File: src/rtl/uart_lsr_pkg.sv
package uart_lsr_pkg;

    localparam int RX_DATA_W = 8;

    // line status bit positions (host software decodes these)
    localparam int LS_DR   = 0;
    localparam int LS_OE   = 1;
    localparam int LS_PE   = 2;
    localparam int LS_FE   = 3;
    localparam int LS_BI   = 4;
    localparam int LS_THRE = 5;
    localparam int LS_TEMT = 6;
    localparam int LS_RFE  = 7;

    typedef struct packed {
        logic                 bi;
        logic                 fe;
        logic                 pe;
        logic [RX_DATA_W-1:0] data;
    } rx_entry_t;

endpackage

File: src/rtl/rx_tag_fifo.sv
module rx_tag_fifo
    import uart_lsr_pkg::*;
#(
    parameter int DEPTH = 16
) (
    input  logic                           clk,
    input  logic                           rst_n,
    input  logic                           fifo_mode,
    input  logic                           push,
    input  rx_entry_t                      push_entry,
    input  logic                           pop,
    output rx_entry_t                      head_entry,
    output logic [$clog2(DEPTH+1)-1:0]     count,
    output logic                           flush,
    output logic                           pop_fire,
    output logic                           stored,
    output logic                           overwrite,
    output logic                           overrun,
    output logic                           head_load,
    output rx_entry_t                      next_head
);

    localparam int PTR_W = $clog2(DEPTH);
    localparam int CNT_W = $clog2(DEPTH + 1);

    typedef struct packed {
        rx_entry_t [DEPTH-1:0] mem;
        logic [PTR_W-1:0]      rd_ptr;
        logic [PTR_W-1:0]      wr_ptr;
        logic [CNT_W-1:0]      count;
        logic                  mode;
    } fifo_st_t;

    fifo_st_t st_q, st_d;
    logic             full;
    logic             room;
    logic [CNT_W-1:0] remaining;

    always_comb begin
        st_d      = st_q;
        flush     = (fifo_mode != st_q.mode);
        full      = st_q.mode ? (st_q.count == CNT_W'(DEPTH)) : (st_q.count != '0);
        pop_fire  = pop && (st_q.count != '0) && !flush;
        room      = !full || pop_fire;
        stored    = push && room && !flush;
        overrun   = push && !room && !flush;
        overwrite = overrun && !st_q.mode;
        remaining = st_q.count - CNT_W'(pop_fire);
        head_load = !flush && (pop_fire || (stored && remaining == '0) || overwrite);

        if (overwrite) begin
            next_head = push_entry;
        end else if (remaining != '0) begin
            next_head = st_q.mem[st_q.rd_ptr + PTR_W'(pop_fire)];
        end else if (stored) begin
            next_head = push_entry;
        end else begin
            next_head = '0;
        end

        if (flush) begin
            st_d.rd_ptr = '0;
            st_d.wr_ptr = '0;
            st_d.count  = '0;
            st_d.mode   = fifo_mode;
        end else begin
            if (pop_fire) begin
                st_d.rd_ptr = st_q.rd_ptr + 1'b1;
            end
            if (stored) begin
                st_d.mem[st_q.wr_ptr] = push_entry;
                st_d.wr_ptr           = st_q.wr_ptr + 1'b1;
            end
            if (overwrite) begin
                st_d.mem[st_q.rd_ptr] = push_entry;
            end
            st_d.count = remaining + CNT_W'(stored);
        end

        head_entry = st_q.mem[st_q.rd_ptr];
        count      = st_q.count;
    end

    always_ff @(posedge clk or negedge rst_n) begin
        if (!rst_n) begin
            st_q <= '0;
        end else begin
            st_q <= st_d;
        end
    end

endmodule

File: src/rtl/lsr_flag_ctrl.sv
module lsr_flag_ctrl #(
    parameter int CNT_W = 5
) (
    input  logic       clk,
    input  logic       rst_n,
    input  logic       flush,
    input  logic       stored,
    input  logic       overwrite,
    input  logic       overrun,
    input  logic       pop_fire,
    input  logic       head_load,
    input  logic [2:0] push_tags,
    input  logic [2:0] head_tags,
    input  logic [2:0] next_tags,
    input  logic       rd_status,
    input  logic       stop_ok,
    output logic [2:0] err_flags,
    output logic       oe,
    output logic       rfe
);

    typedef struct packed {
        logic [2:0]       tags;
        logic             oe;
        logic             rfe;
        logic [CNT_W-1:0] err_cnt;
    } flag_st_t;

    flag_st_t st_q, st_d;
    logic inc, dec;

    always_comb begin
        st_d = st_q;
        inc  = (stored || overwrite) && (push_tags != 3'b000);
        dec  = (pop_fire || overwrite) && (head_tags != 3'b000);
        st_d.err_cnt = st_q.err_cnt + CNT_W'(inc) - CNT_W'(dec);

        // clears first, set events afterwards so a set wins
        if (rd_status) begin
            st_d.tags = 3'b000;
            st_d.oe   = 1'b0;
            if (st_d.err_cnt == '0) begin
                st_d.rfe = 1'b0;
            end
        end
        if (stop_ok) begin
            st_d.tags[2] = 1'b0;
        end
        if (head_load) begin
            st_d.tags = next_tags;
        end
        if (overrun) begin
            st_d.oe = 1'b1;
        end
        if (inc) begin
            st_d.rfe = 1'b1;
        end
        if (flush) begin
            st_d.tags    = 3'b000;
            st_d.rfe     = 1'b0;
            st_d.err_cnt = '0;
        end

        err_flags = st_q.tags;
        oe        = st_q.oe;
        rfe       = st_q.rfe;
    end

    always_ff @(posedge clk or negedge rst_n) begin
        if (!rst_n) begin
            st_q <= '0;
        end else begin
            st_q <= st_d;
        end
    end

endmodule

File: src/rtl/lsr_tx_status.sv
module lsr_tx_status #(
    parameter int LVL_W = 5
) (
    input  logic [LVL_W-1:0] hold_level,
    input  logic             shift_busy,
    output logic             hold_empty,
    output logic             all_empty
);

    always_comb begin
        hold_empty = (hold_level == '0);
        all_empty  = hold_empty && !shift_busy;
    end

endmodule

File: src/rtl/uart_lsr_rx_track.sv
module uart_lsr_rx_track
    import uart_lsr_pkg::*;
#(
    parameter int DEPTH   = 16,
    parameter int TXLVL_W = 5
) (
    input  logic                 clk,
    input  logic                 rst_n,
    input  logic                 fifo_en,
    input  logic                 rx_push,
    input  logic [RX_DATA_W-1:0] rx_char,
    input  logic                 rx_pe,
    input  logic                 rx_fe,
    input  logic                 rx_bi,
    input  logic                 rx_stop_ok,
    input  logic                 host_rd_data,
    input  logic                 host_rd_status,
    input  logic [TXLVL_W-1:0]   tx_hold_level,
    input  logic                 tx_shift_busy,
    output logic [RX_DATA_W-1:0] rx_dout,
    output logic [7:0]           line_status
);

    localparam int CNT_W = $clog2(DEPTH + 1);

    rx_entry_t        push_entry, head_entry, next_head;
    logic [CNT_W-1:0] rx_count;
    logic             flush, pop_fire, stored, overwrite, overrun, head_load;
    logic [2:0]       err_flags;
    logic             oe, rfe, thre, temt;

    always_comb begin
        push_entry.bi   = rx_bi;
        push_entry.fe   = rx_fe;
        push_entry.pe   = rx_pe;
        push_entry.data = rx_char;
    end

    rx_tag_fifo #(.DEPTH(DEPTH)) u_fifo (
        .clk        (clk),
        .rst_n      (rst_n),
        .fifo_mode  (fifo_en),
        .push       (rx_push),
        .push_entry (push_entry),
        .pop        (host_rd_data),
        .head_entry (head_entry),
        .count      (rx_count),
        .flush      (flush),
        .pop_fire   (pop_fire),
        .stored     (stored),
        .overwrite  (overwrite),
        .overrun    (overrun),
        .head_load  (head_load),
        .next_head  (next_head)
    );

    lsr_flag_ctrl #(.CNT_W(CNT_W)) u_flags (
        .clk       (clk),
        .rst_n     (rst_n),
        .flush     (flush),
        .stored    (stored),
        .overwrite (overwrite),
        .overrun   (overrun),
        .pop_fire  (pop_fire),
        .head_load (head_load),
        .push_tags ({push_entry.bi, push_entry.fe, push_entry.pe}),
        .head_tags ({head_entry.bi, head_entry.fe, head_entry.pe}),
        .next_tags ({next_head.bi, next_head.fe, next_head.pe}),
        .rd_status (host_rd_status),
        .stop_ok   (rx_stop_ok),
        .err_flags (err_flags),
        .oe        (oe),
        .rfe       (rfe)
    );

    lsr_tx_status #(.LVL_W(TXLVL_W)) u_tx (
        .hold_level (tx_hold_level),
        .shift_busy (tx_shift_busy),
        .hold_empty (thre),
        .all_empty  (temt)
    );

    always_comb begin
        rx_dout                  = head_entry.data;
        line_status[LS_DR]       = (rx_count != '0);
        line_status[LS_OE]       = oe;
        line_status[LS_PE]       = err_flags[0];
        line_status[LS_FE]       = err_flags[1];
        line_status[LS_BI]       = err_flags[2];
        line_status[LS_THRE]     = thre;
        line_status[LS_TEMT]     = temt;
        line_status[LS_RFE]      = rfe;
    end

endmodule

File: config.mk
export PLATFORM = sky130hd
export DESIGN_NAME = uart_lsr_rx_track
export DESIGN_NICKNAME = d
export VERILOG_FILES = /design/src/rtl/uart_lsr_pkg.sv /design/src/rtl/rx_tag_fifo.sv /design/src/rtl/lsr_flag_ctrl.sv /design/src/rtl/lsr_tx_status.sv /design/src/rtl/uart_lsr_rx_track.sv
export SDC_FILE = /design/constraint.sdc
export NUM_CORES = 1
export LEC_CHECK = 0
export ABC_AREA = 1
export ABC_CLOCK_PERIOD_IN_PS = 3750
export BUFFER_PORTS_ARGS = -buffer_cell sky130_fd_sc_hd__buf_2
export CAP_MARGIN = 0
export CORE_AREA = 5 5 153 155
export CTS_CLUSTER_SIZE = 8
export DETAILED_ROUTE_END_ITERATION = 8
export DIE_AREA = 0 0 158 160
export PLACE_DENSITY_LB_ADDON = 0.2
export SKIP_CTS_REPAIR_TIMING = 1
export SYNTH_ARGS = -nofsm -noshare
export SYNTH_HDL_FRONTEND = slang
export SYNTH_SLANG_ARGS = --single-unit
File: constraint.sdc
create_clock -name clk -period 3.75 [get_ports clk]
set_clock_uncertainty 0.15 [all_clocks]
set_input_delay 0.75 -clock clk [delete_from_list [all_inputs] [get_ports clk]]
set_output_delay 0.75 -clock clk [all_outputs]
set_load 0.02 [all_outputs]
Yosys cells after proc, flatten, opt, wreduce, memory -nomap -nowiden
Index checks and enable logic that the tools add are counted. W data, S select, Z words.

Word-level logic and storage cells: 154. Output and inout bits: 16. Register bits: 200.

Multiplexer cells: 28. Eq/ne operators: 2. Add/sub/neg operators: 7. Order comparisons: 5. Reductions and logical operators: 39.

Operator list (count): $mux W176 (3); $bwmux W176 (2); $bmux W11 S4 (2); $demux W11 S4 (2); $mux W11 (7); $logic_not A5 Y1 (3); $lt A4 B5 Y1 const B (3); $reduce_bool A3 Y1 (5); $logic_and A1 B1 Y1 (14); $mux W13 (1); $add A5 B1 Y5 (2); $reduce_bool A5 Y1 (2); $sub A5 B1 Y5 (2); $add A4 B1 Y4 const B (2); $ge A4 B1 Y1 const B (2); $mux W4 (2); $mux W3 (2); $mux W6 (1); $reduce_bool A2 Y1 (3); $eq A5 B5 Y1 const B (1); $logic_not A1 Y1 (5); $logic_or A1 B1 Y1 (5); $mux W1 (5); $mux W5 (1); other kinds (4) (4).

Longest topological paths before layout
Depth in word-level cells: 18. Gate-level depth with buffers: 20.

By module
From an unflattened synthesis, not the netlist that was laid out.

Cell total of the unflattened synthesis: 3120. Area total of the unflattened synthesis: 18684.2 um^2.

By module, submodules not included: rx_tag_fifo (times used 1, cells each 3030, area an instance 17989.8 um^2); lsr_flag_ctrl (times used 1, cells each 76, area an instance 624.3 um^2); uart_lsr_rx_track (times used 1, cells each 8, area an instance 46.3 um^2); lsr_tx_status (times used 1, cells each 6, area an instance 23.8 um^2).

Worst setup path before layout
OpenSTA, ideal clock, no wires.

Path kind: input-to-reg. Start point: input port fifo_en. End point: register u_flags.st_q, in the netlist u_flags.rfe. Stages on the path: 20. Setup time: 0.130 ns. Data arrival time: 3.253 ns. Path buffers: 1. Setup slack: 0.217 ns. Cell sequence: inv_1 -> nand2_1 -> nand2_2 -> inv_2 -> nor2_4 -> nand3_4 -> nor2_4 -> buf_6 -> nor2_1 -> a21oi_1 -> ha_1 -> inv_1 -> ha_1 -> inv_1 -> fa_1 -> o21ai_0 -> xor2_1 -> nand3_1 -> nand2_1 -> a21oi_1.

Cells in the longest elaborated chain, start to end: 15.

Ends and longest elaborated chain: from (decl) (line uart_lsr_rx_track.sv:9) `input logic fifo_en,`; $ne A1 B1 Y1 * (line rx_tag_fifo.sv:41) `flush = (fifo_mode != st_q.mode);`; $logic_not A1 Y1 (line rx_tag_fifo.sv:43, rx_tag_fifo.sv:45, rx_tag_fifo.sv:46); $logic_and A1 B1 Y1 (line rx_tag_fifo.sv:43) `pop_fire = pop && (st_q.count != '0) && !flush;`; $logic_or A1 B1 Y1 (line rx_tag_fifo.sv:44) `room = !full || pop_fire;`; $logic_not A1 Y1 (line rx_tag_fifo.sv:46) `overrun = push && !room && !flush;`; $logic_and A1 B1 Y1 (2 in a row) (line rx_tag_fifo.sv:46); $logic_and A1 B1 Y1 (line rx_tag_fifo.sv:47) `overwrite = overrun && !st_q.mode;`; $logic_or A1 B1 Y1 (line lsr_flag_ctrl.sv:34) `inc = (stored || overwrite) && (push_tags != 3'b000);`; $logic_and A1 B1 Y1 (line lsr_flag_ctrl.sv:34); $add A5 B1 Y5 (line lsr_flag_ctrl.sv:36) `st_d.err_cnt = st_q.err_cnt + CNT_W'(inc) - CNT_W'(dec);`; $sub A5 B1 Y5 (line lsr_flag_ctrl.sv:36); $logic_not A5 Y1 (line lsr_flag_ctrl.sv:42) `if (st_d.err_cnt == '0) begin`; $reduce_bool A3 Y1 (no line); $reduce_and A2 Y1 (no line); to (signal assigned) (line lsr_flag_ctrl.sv:73) `st_q <= st_d;`; to (decl) (line lsr_flag_ctrl.sv:29) `flag_st_t st_q, st_d;`.

Mark *: on every way between the ends. The rest lies on a longest branch, timed or not. A chain may end at the register's enable or synchronous reset.

Worst setup path after layout
Start point: register u_fifo.st_q[11] (netlist name). End point: register u_flags.st_q, in the netlist u_flags.rfe.

Cells in the longest elaborated chain, start to end: 8.

Ends and longest elaborated chain: from (decl) (line rx_tag_fifo.sv:34) `fifo_st_t st_q, st_d;`; from (signal assigned) (line rx_tag_fifo.sv:88) `st_q <= st_d;`; $bmux W11 S4 (line rx_tag_fifo.sv:80) `head_entry = st_q.mem[st_q.rd_ptr];`; $mux W11 (not written as such) (line rx_tag_fifo.sv:80); $reduce_bool A3 Y1 (line lsr_flag_ctrl.sv:35) `dec = (pop_fire || overwrite) && (head_tags != 3'b000);`; $logic_and A1 B1 Y1 (line lsr_flag_ctrl.sv:35); $sub A5 B1 Y5 (line lsr_flag_ctrl.sv:36); $logic_not A5 Y1 (line lsr_flag_ctrl.sv:42); $reduce_bool A3 Y1 (no line); $reduce_and A2 Y1 (no line).

Every way passes these cells. The select of a mux whose other input is x is not followed.

==> results <==
- The run finished with clean final reports.
- Wires add up to 28780 um.
- In this run the core area contains 54 standard-cell rows.
- Headroom to the max-slew limit came out at 50.36%.
- After Yosys synthesis, full adders, half adders and majority gates account for 2.400% of the synthesized area.
- The total number of cells along the worst setup path is 18.
- Among the stages of the critical path, the cell type that occurs most often is nand2_1.
- The die extent in x is 158 um.
- Based on the critical path, the design can be clocked at up to 297.8 MHz.
- For this run, global-route usage on met1 was measured as 33.04%.
- The path class of the tightest hold or removal check is primary input to async pin.
- The static leakage is 6.015 nW.
- In this run the worst setup path begins at u_fifo.st_q[11]$_DFFE_PN0P_.
- Counting every instance in the synthesized netlist gives 1401.
- The worst voltage drop across the vdd grid is 0.3605 mV.
- The number of violations reported at the end of detailed-routing iteration 0 is 831.
- The setup path with the least slack is of type register to register.
- The root cell of the clock tree is clkbuf_16.
- The number of I/O pins is 40.
- The per-cell via count in the routed design is 5.373.
- Per report_power, the combinational group accounts for 31.4% of the total.
- The detailed-router iteration count before antenna repair is 5.
- Summed over all failing endpoints, the final setup total negative slack is 0 ns.
- The area of the mapped netlist is 10740 um^2.
- The areal power density over the cells is 555.2 nW/um^2.
- Sequential cells were found to cover 46.60% of the synthesized design area.
- The worst register-to-register path has a depth of 18.
- The mean area per synthesized cell is 7.666 um^2.
- The post-synthesis net count is 1445.
- The antenna violation net count after detailed routing is 0.
- At the end of the flow, the number of nets in the layout was 1434.
- The fraction of layout cells with a size suffix above 1 is 10.98%.
- The tool flagged a number of max-cap violations equal to 0.
- Once detailed placement completed, the half-perimeter wirelength came to 19600 um.
- Setup repair after global routing left no endpoint under its margin.
- Clock tree synthesis inserted a total of 17 buffers.
- The xor/xnor share of the synthesized area is 0.4893%.
- The critical path goes through inv_1 > nand4_1 > nand3_1 > nand2_1 > nand2_1 > nand2_1 > a21oi_1 > a21oi_1 > ha_1 > inv_1 > ha_1 > inv_1 > fa_1 > o21ai_0 > xor2_1 > nand3_1 > nand2_1 > a21oi_1.
- met2 is the most crowded layer.
- The met2 layer usage reported by global route is 37.29%.
- The setup slack at placement is 0.1485 ns.
- The clock tree synthesis step divided the H-tree into 4 levels.
- After detailed routing, the average wire length per cell comes to 17.11 um.
- The clock passes through at most 2 buffers.
- The worst path uses 89.55% of the clock period.
- The net load switching power is 0.002336 W.
- The wire length of the first global-routing pass is 46650 um.
- Clock-pin slew was measured on the worst setup and hold paths at 0.07 ns.
- Across every metal layer, demand over resource in global routing totals 23.23%.
- The number of antenna repair diodes is 0.
- The layout filler cell count is 2087.
- Of the total synthesized cell area, the portion taken by AND, OR, NAND and NOR gates is 27.68%.
- The clock share of power is 28.5%.
- Counting flops and latches in the post-synthesis netlist gives 200.
- For this run, design rule violations remaining after detail routing come to 0.
- In this run, synthesis inferred 0 flip-flops with an integrated enable.
- The global routing usage on met3 is 3.437%.
- The worst setup path is launched from a register.
- The starting density of the core is 49.52%.
- The data arrival time of the critical path is 3.51 ns.
- The area fraction in compound gates after synthesis is 12.17%.
- For this run, the number of Yosys warnings is 0.
- The final worst hold slack is 0.2024 ns.
- The core region is 21690 um^2.
- The kind of cell with the highest combined delay along the critical path is adder cells.
- The largest net degree at the start of global routing is 88.
- The number of hold violations in the final report was 0.
- Internal power comes to 0.004056 W.
- The number of different library cells in the post-synthesis netlist is 30.
- The total of buffers placed on input and output ports is 39.
- The worst register-to-register path ends at u_flags.rfe$_DFFE_PN0P_.
- The number of buffer and inverter instances along the worst setup path is 3.
- The congestion estimate from routability-driven global placement came to 0.9132.
- The worst-skew pair later-pin latency is 0.43 ns.
- For this run, asynchronously set or reset flops after synthesis account for 100.0%.
- The overall via count from detail_route is 9037.
- Setup slack on the critical path of the routed design comes to 0.3918 ns.
- TritonCTS built the clock tree.
- In this run the worst setup path terminates at u_flags.rfe$_DFFE_PN0P_.
- In this design, the stage delay of the slowest critical-path cell is 0.42 ns.
- After global routing the overflow that remains totals 0.
- The startpoint of the worst register-to-register path is u_fifo.st_q[11]$_DFFE_PN0P_.
- The sort of element at the end of the critical path is a register.
- The worst register-to-register path has a setup slack of 0.39 ns.
- The die height is 160 um.
- The dominant combinational cell family by area after synthesis is simple AND/OR/NAND/NOR gates.
- The initial antenna violation count came to 0.
- The transition time at the pin with the least slew margin is 0.7445 ns.
- The area growth from synthesis to final layout is 7.188%.
- The switching portion of total power is 36.54%.
- The largest individual stage delay along the critical path comes from the cell fa_1.
- The predominant post-synthesis flop cell is dfrtp_1.
- Data on the critical path is required at its endpoint by 3.90 ns.
- The clock drives 200 sinks.
- The final count of pins violating max slew is 0.
- The overall die area is 25280 um^2.
- The portion of synthesized area spent on multiplexers is 0%.
- The count of final setup violators is 0.
- The via count of the first global-routing pass is 8733.
- In this run the worst path has a maximum fanout of 10.
- The sequential share of power is 40.1%.
- The clock period could shrink to 3.358 ns.
==> cells by family (layout without fill, tap and decap cells) <==
family	after synthesis	count (layout)
adder cells (fa/ha/maj)	20	20
buffers and inverters	250	251
XOR/XNOR	6	6
flip-flops	200	200
AND/OR/NAND/NOR	664	664
AO/OA/AOI/OAI	261	261
==> Yosys cell counts, types with 15 or more instances <==
| cell type | count | area share (%) |
|---|---|---|
| a21oi_1 | 71 | 3.3 |
| buf_2 | 24 | 1.1 |
| buf_4 | 15 | 1.0 |
| buf_6 | 16 | 1.7 |
| clkbuf_1 | 32 | 1.1 |
| dfrtp_1 | 200 | 47 |
| ha_1 | 19 | 2.2 |
| inv_1 | 156 | 5.5 |
| nand2_1 | 399 | 14 |
| nand2_2 | 42 | 2.4 |
| nand3_1 | 138 | 6.4 |
| nand4_1 | 30 | 1.7 |
| nor2_1 | 30 | 1.0 |
| o21ai_0 | 161 | 7.5 |
| o21ai_1 | 28 | 1.3 |
==> sequential cells by signal (all words and copies together) (netlist names) <==
signal,cells
u_fifo.count,5
u_flags.err_flags,3
u_flags.oe,1
u_flags.rfe,1
u_flags.st_q,5
u_fifo.st_q,185
==> per-stage QoR <==
stage,util [%],power [W],instances,area (um^2)
after detailed placement,50.45,0.004593,1651,10940
after floorplan,-,0.003977,1401,10740
after global routing,53.08,0.006805,1682,11510
after global placement,50.45,0.004563,1651,10940
after CTS,53.08,0.006422,1682,11510
final,53.08,0.006392,1682,11510
==> cells in the final DEF, fill, tap and decap left out, drive strengths merged <==
cell type / synthesis / layout
bufinv: 0 / 2
clkbuf: 32 / 22
nor2: 35 / 35
fa: 1 / 1
nand2: 441 / 441
or3: 1 / 1
nand4: 30 / 30
nand3: 150 / 150
a21oi: 71 / 71
or2: 2 / 2
o21ai: 189 / 189
nor3: 4 / 4
clkinvlp: 0 / 1
a31oi: 1 / 1
dfrtp: 200 / 200
xor2: 4 / 4
inv: 157 / 161
clkinv: 1 / 4
ha: 19 / 19
buf: 60 / 61
nor4: 1 / 1
xnor2: 2 / 2
==> area by class of cell <==
cell class	instances	area, um^2	share of cell area (%)
Tap cell	280	350.3	3.043
Inverter	158	593.1	5.152
Sequential cell	200	5006	43.48
Timing Repair Buffer	62	401.6	3.489
Multi-Input combinational cell	951	4591	39.88
Clock inverter	10	120.1	1.043
Clock buffer	21	450.4	3.913
==> worst reg2reg max path: stages, from the launching register on <==
cell	delay [ns]
dfrtp_1	0.38
inv_1	0.36
nand4_1	0.16
nand3_1	0.10
nand2_1	0.09
nand2_1	0.07
nand2_1	0.05
a21oi_1	0.16
a21oi_1	0.11
ha_1	0.28
inv_1	0.06
ha_1	0.17
inv_1	0.06
fa_1	0.42
o21ai_0	0.22
xor2_1	0.20
nand3_1	0.08
nand2_1	0.07
a21oi_1	0.06
==> power by group through the flow <==
stage	logic (W)	clock network, W	registers (W)
4_1_cts	0.00201	0.00186	0.00256
2_1_floorplan	0.00142	0	0.00255
5_1_grt	0.00226	0.00196	0.00259
6_report	0.00201	0.00182	0.00256
3_3_place_gp	0.00197	0	0.00259
3_5_place_dp	0.00199	0	0.00260
==> worst min path at each step <==
stage	startpoint	to	slack (ns)	depth (start not counted)
after CTS	rst_n	u_flags.st_q[3]$_DFF_PN0_	0.26	1
after global routing	rst_n	u_flags.st_q[3]$_DFF_PN0_	0.29	1
final	rst_n	u_flags.st_q[3]$_DFF_PN0_	0.20	1
after global placement	u_fifo.st_q[102]$_DFFE_PN0P_	u_fifo.st_q[102]$_DFFE_PN0P_	0.33	2
after floorplan	rst_n	u_fifo.count[0]$_DFF_PN0_	0.30	0
after detailed placement	u_fifo.st_q[109]$_DFFE_PN0P_	u_fifo.st_q[109]$_DFFE_PN0P_	0.34	2
==> metal layers <==
metal,up-vias,routed length [um]
met5,-,0
met4,0,532
met3,37,1595
met2,252,13480
met1,4285,13170
li1,4463,-
Power figures use the tool's default switching activity.
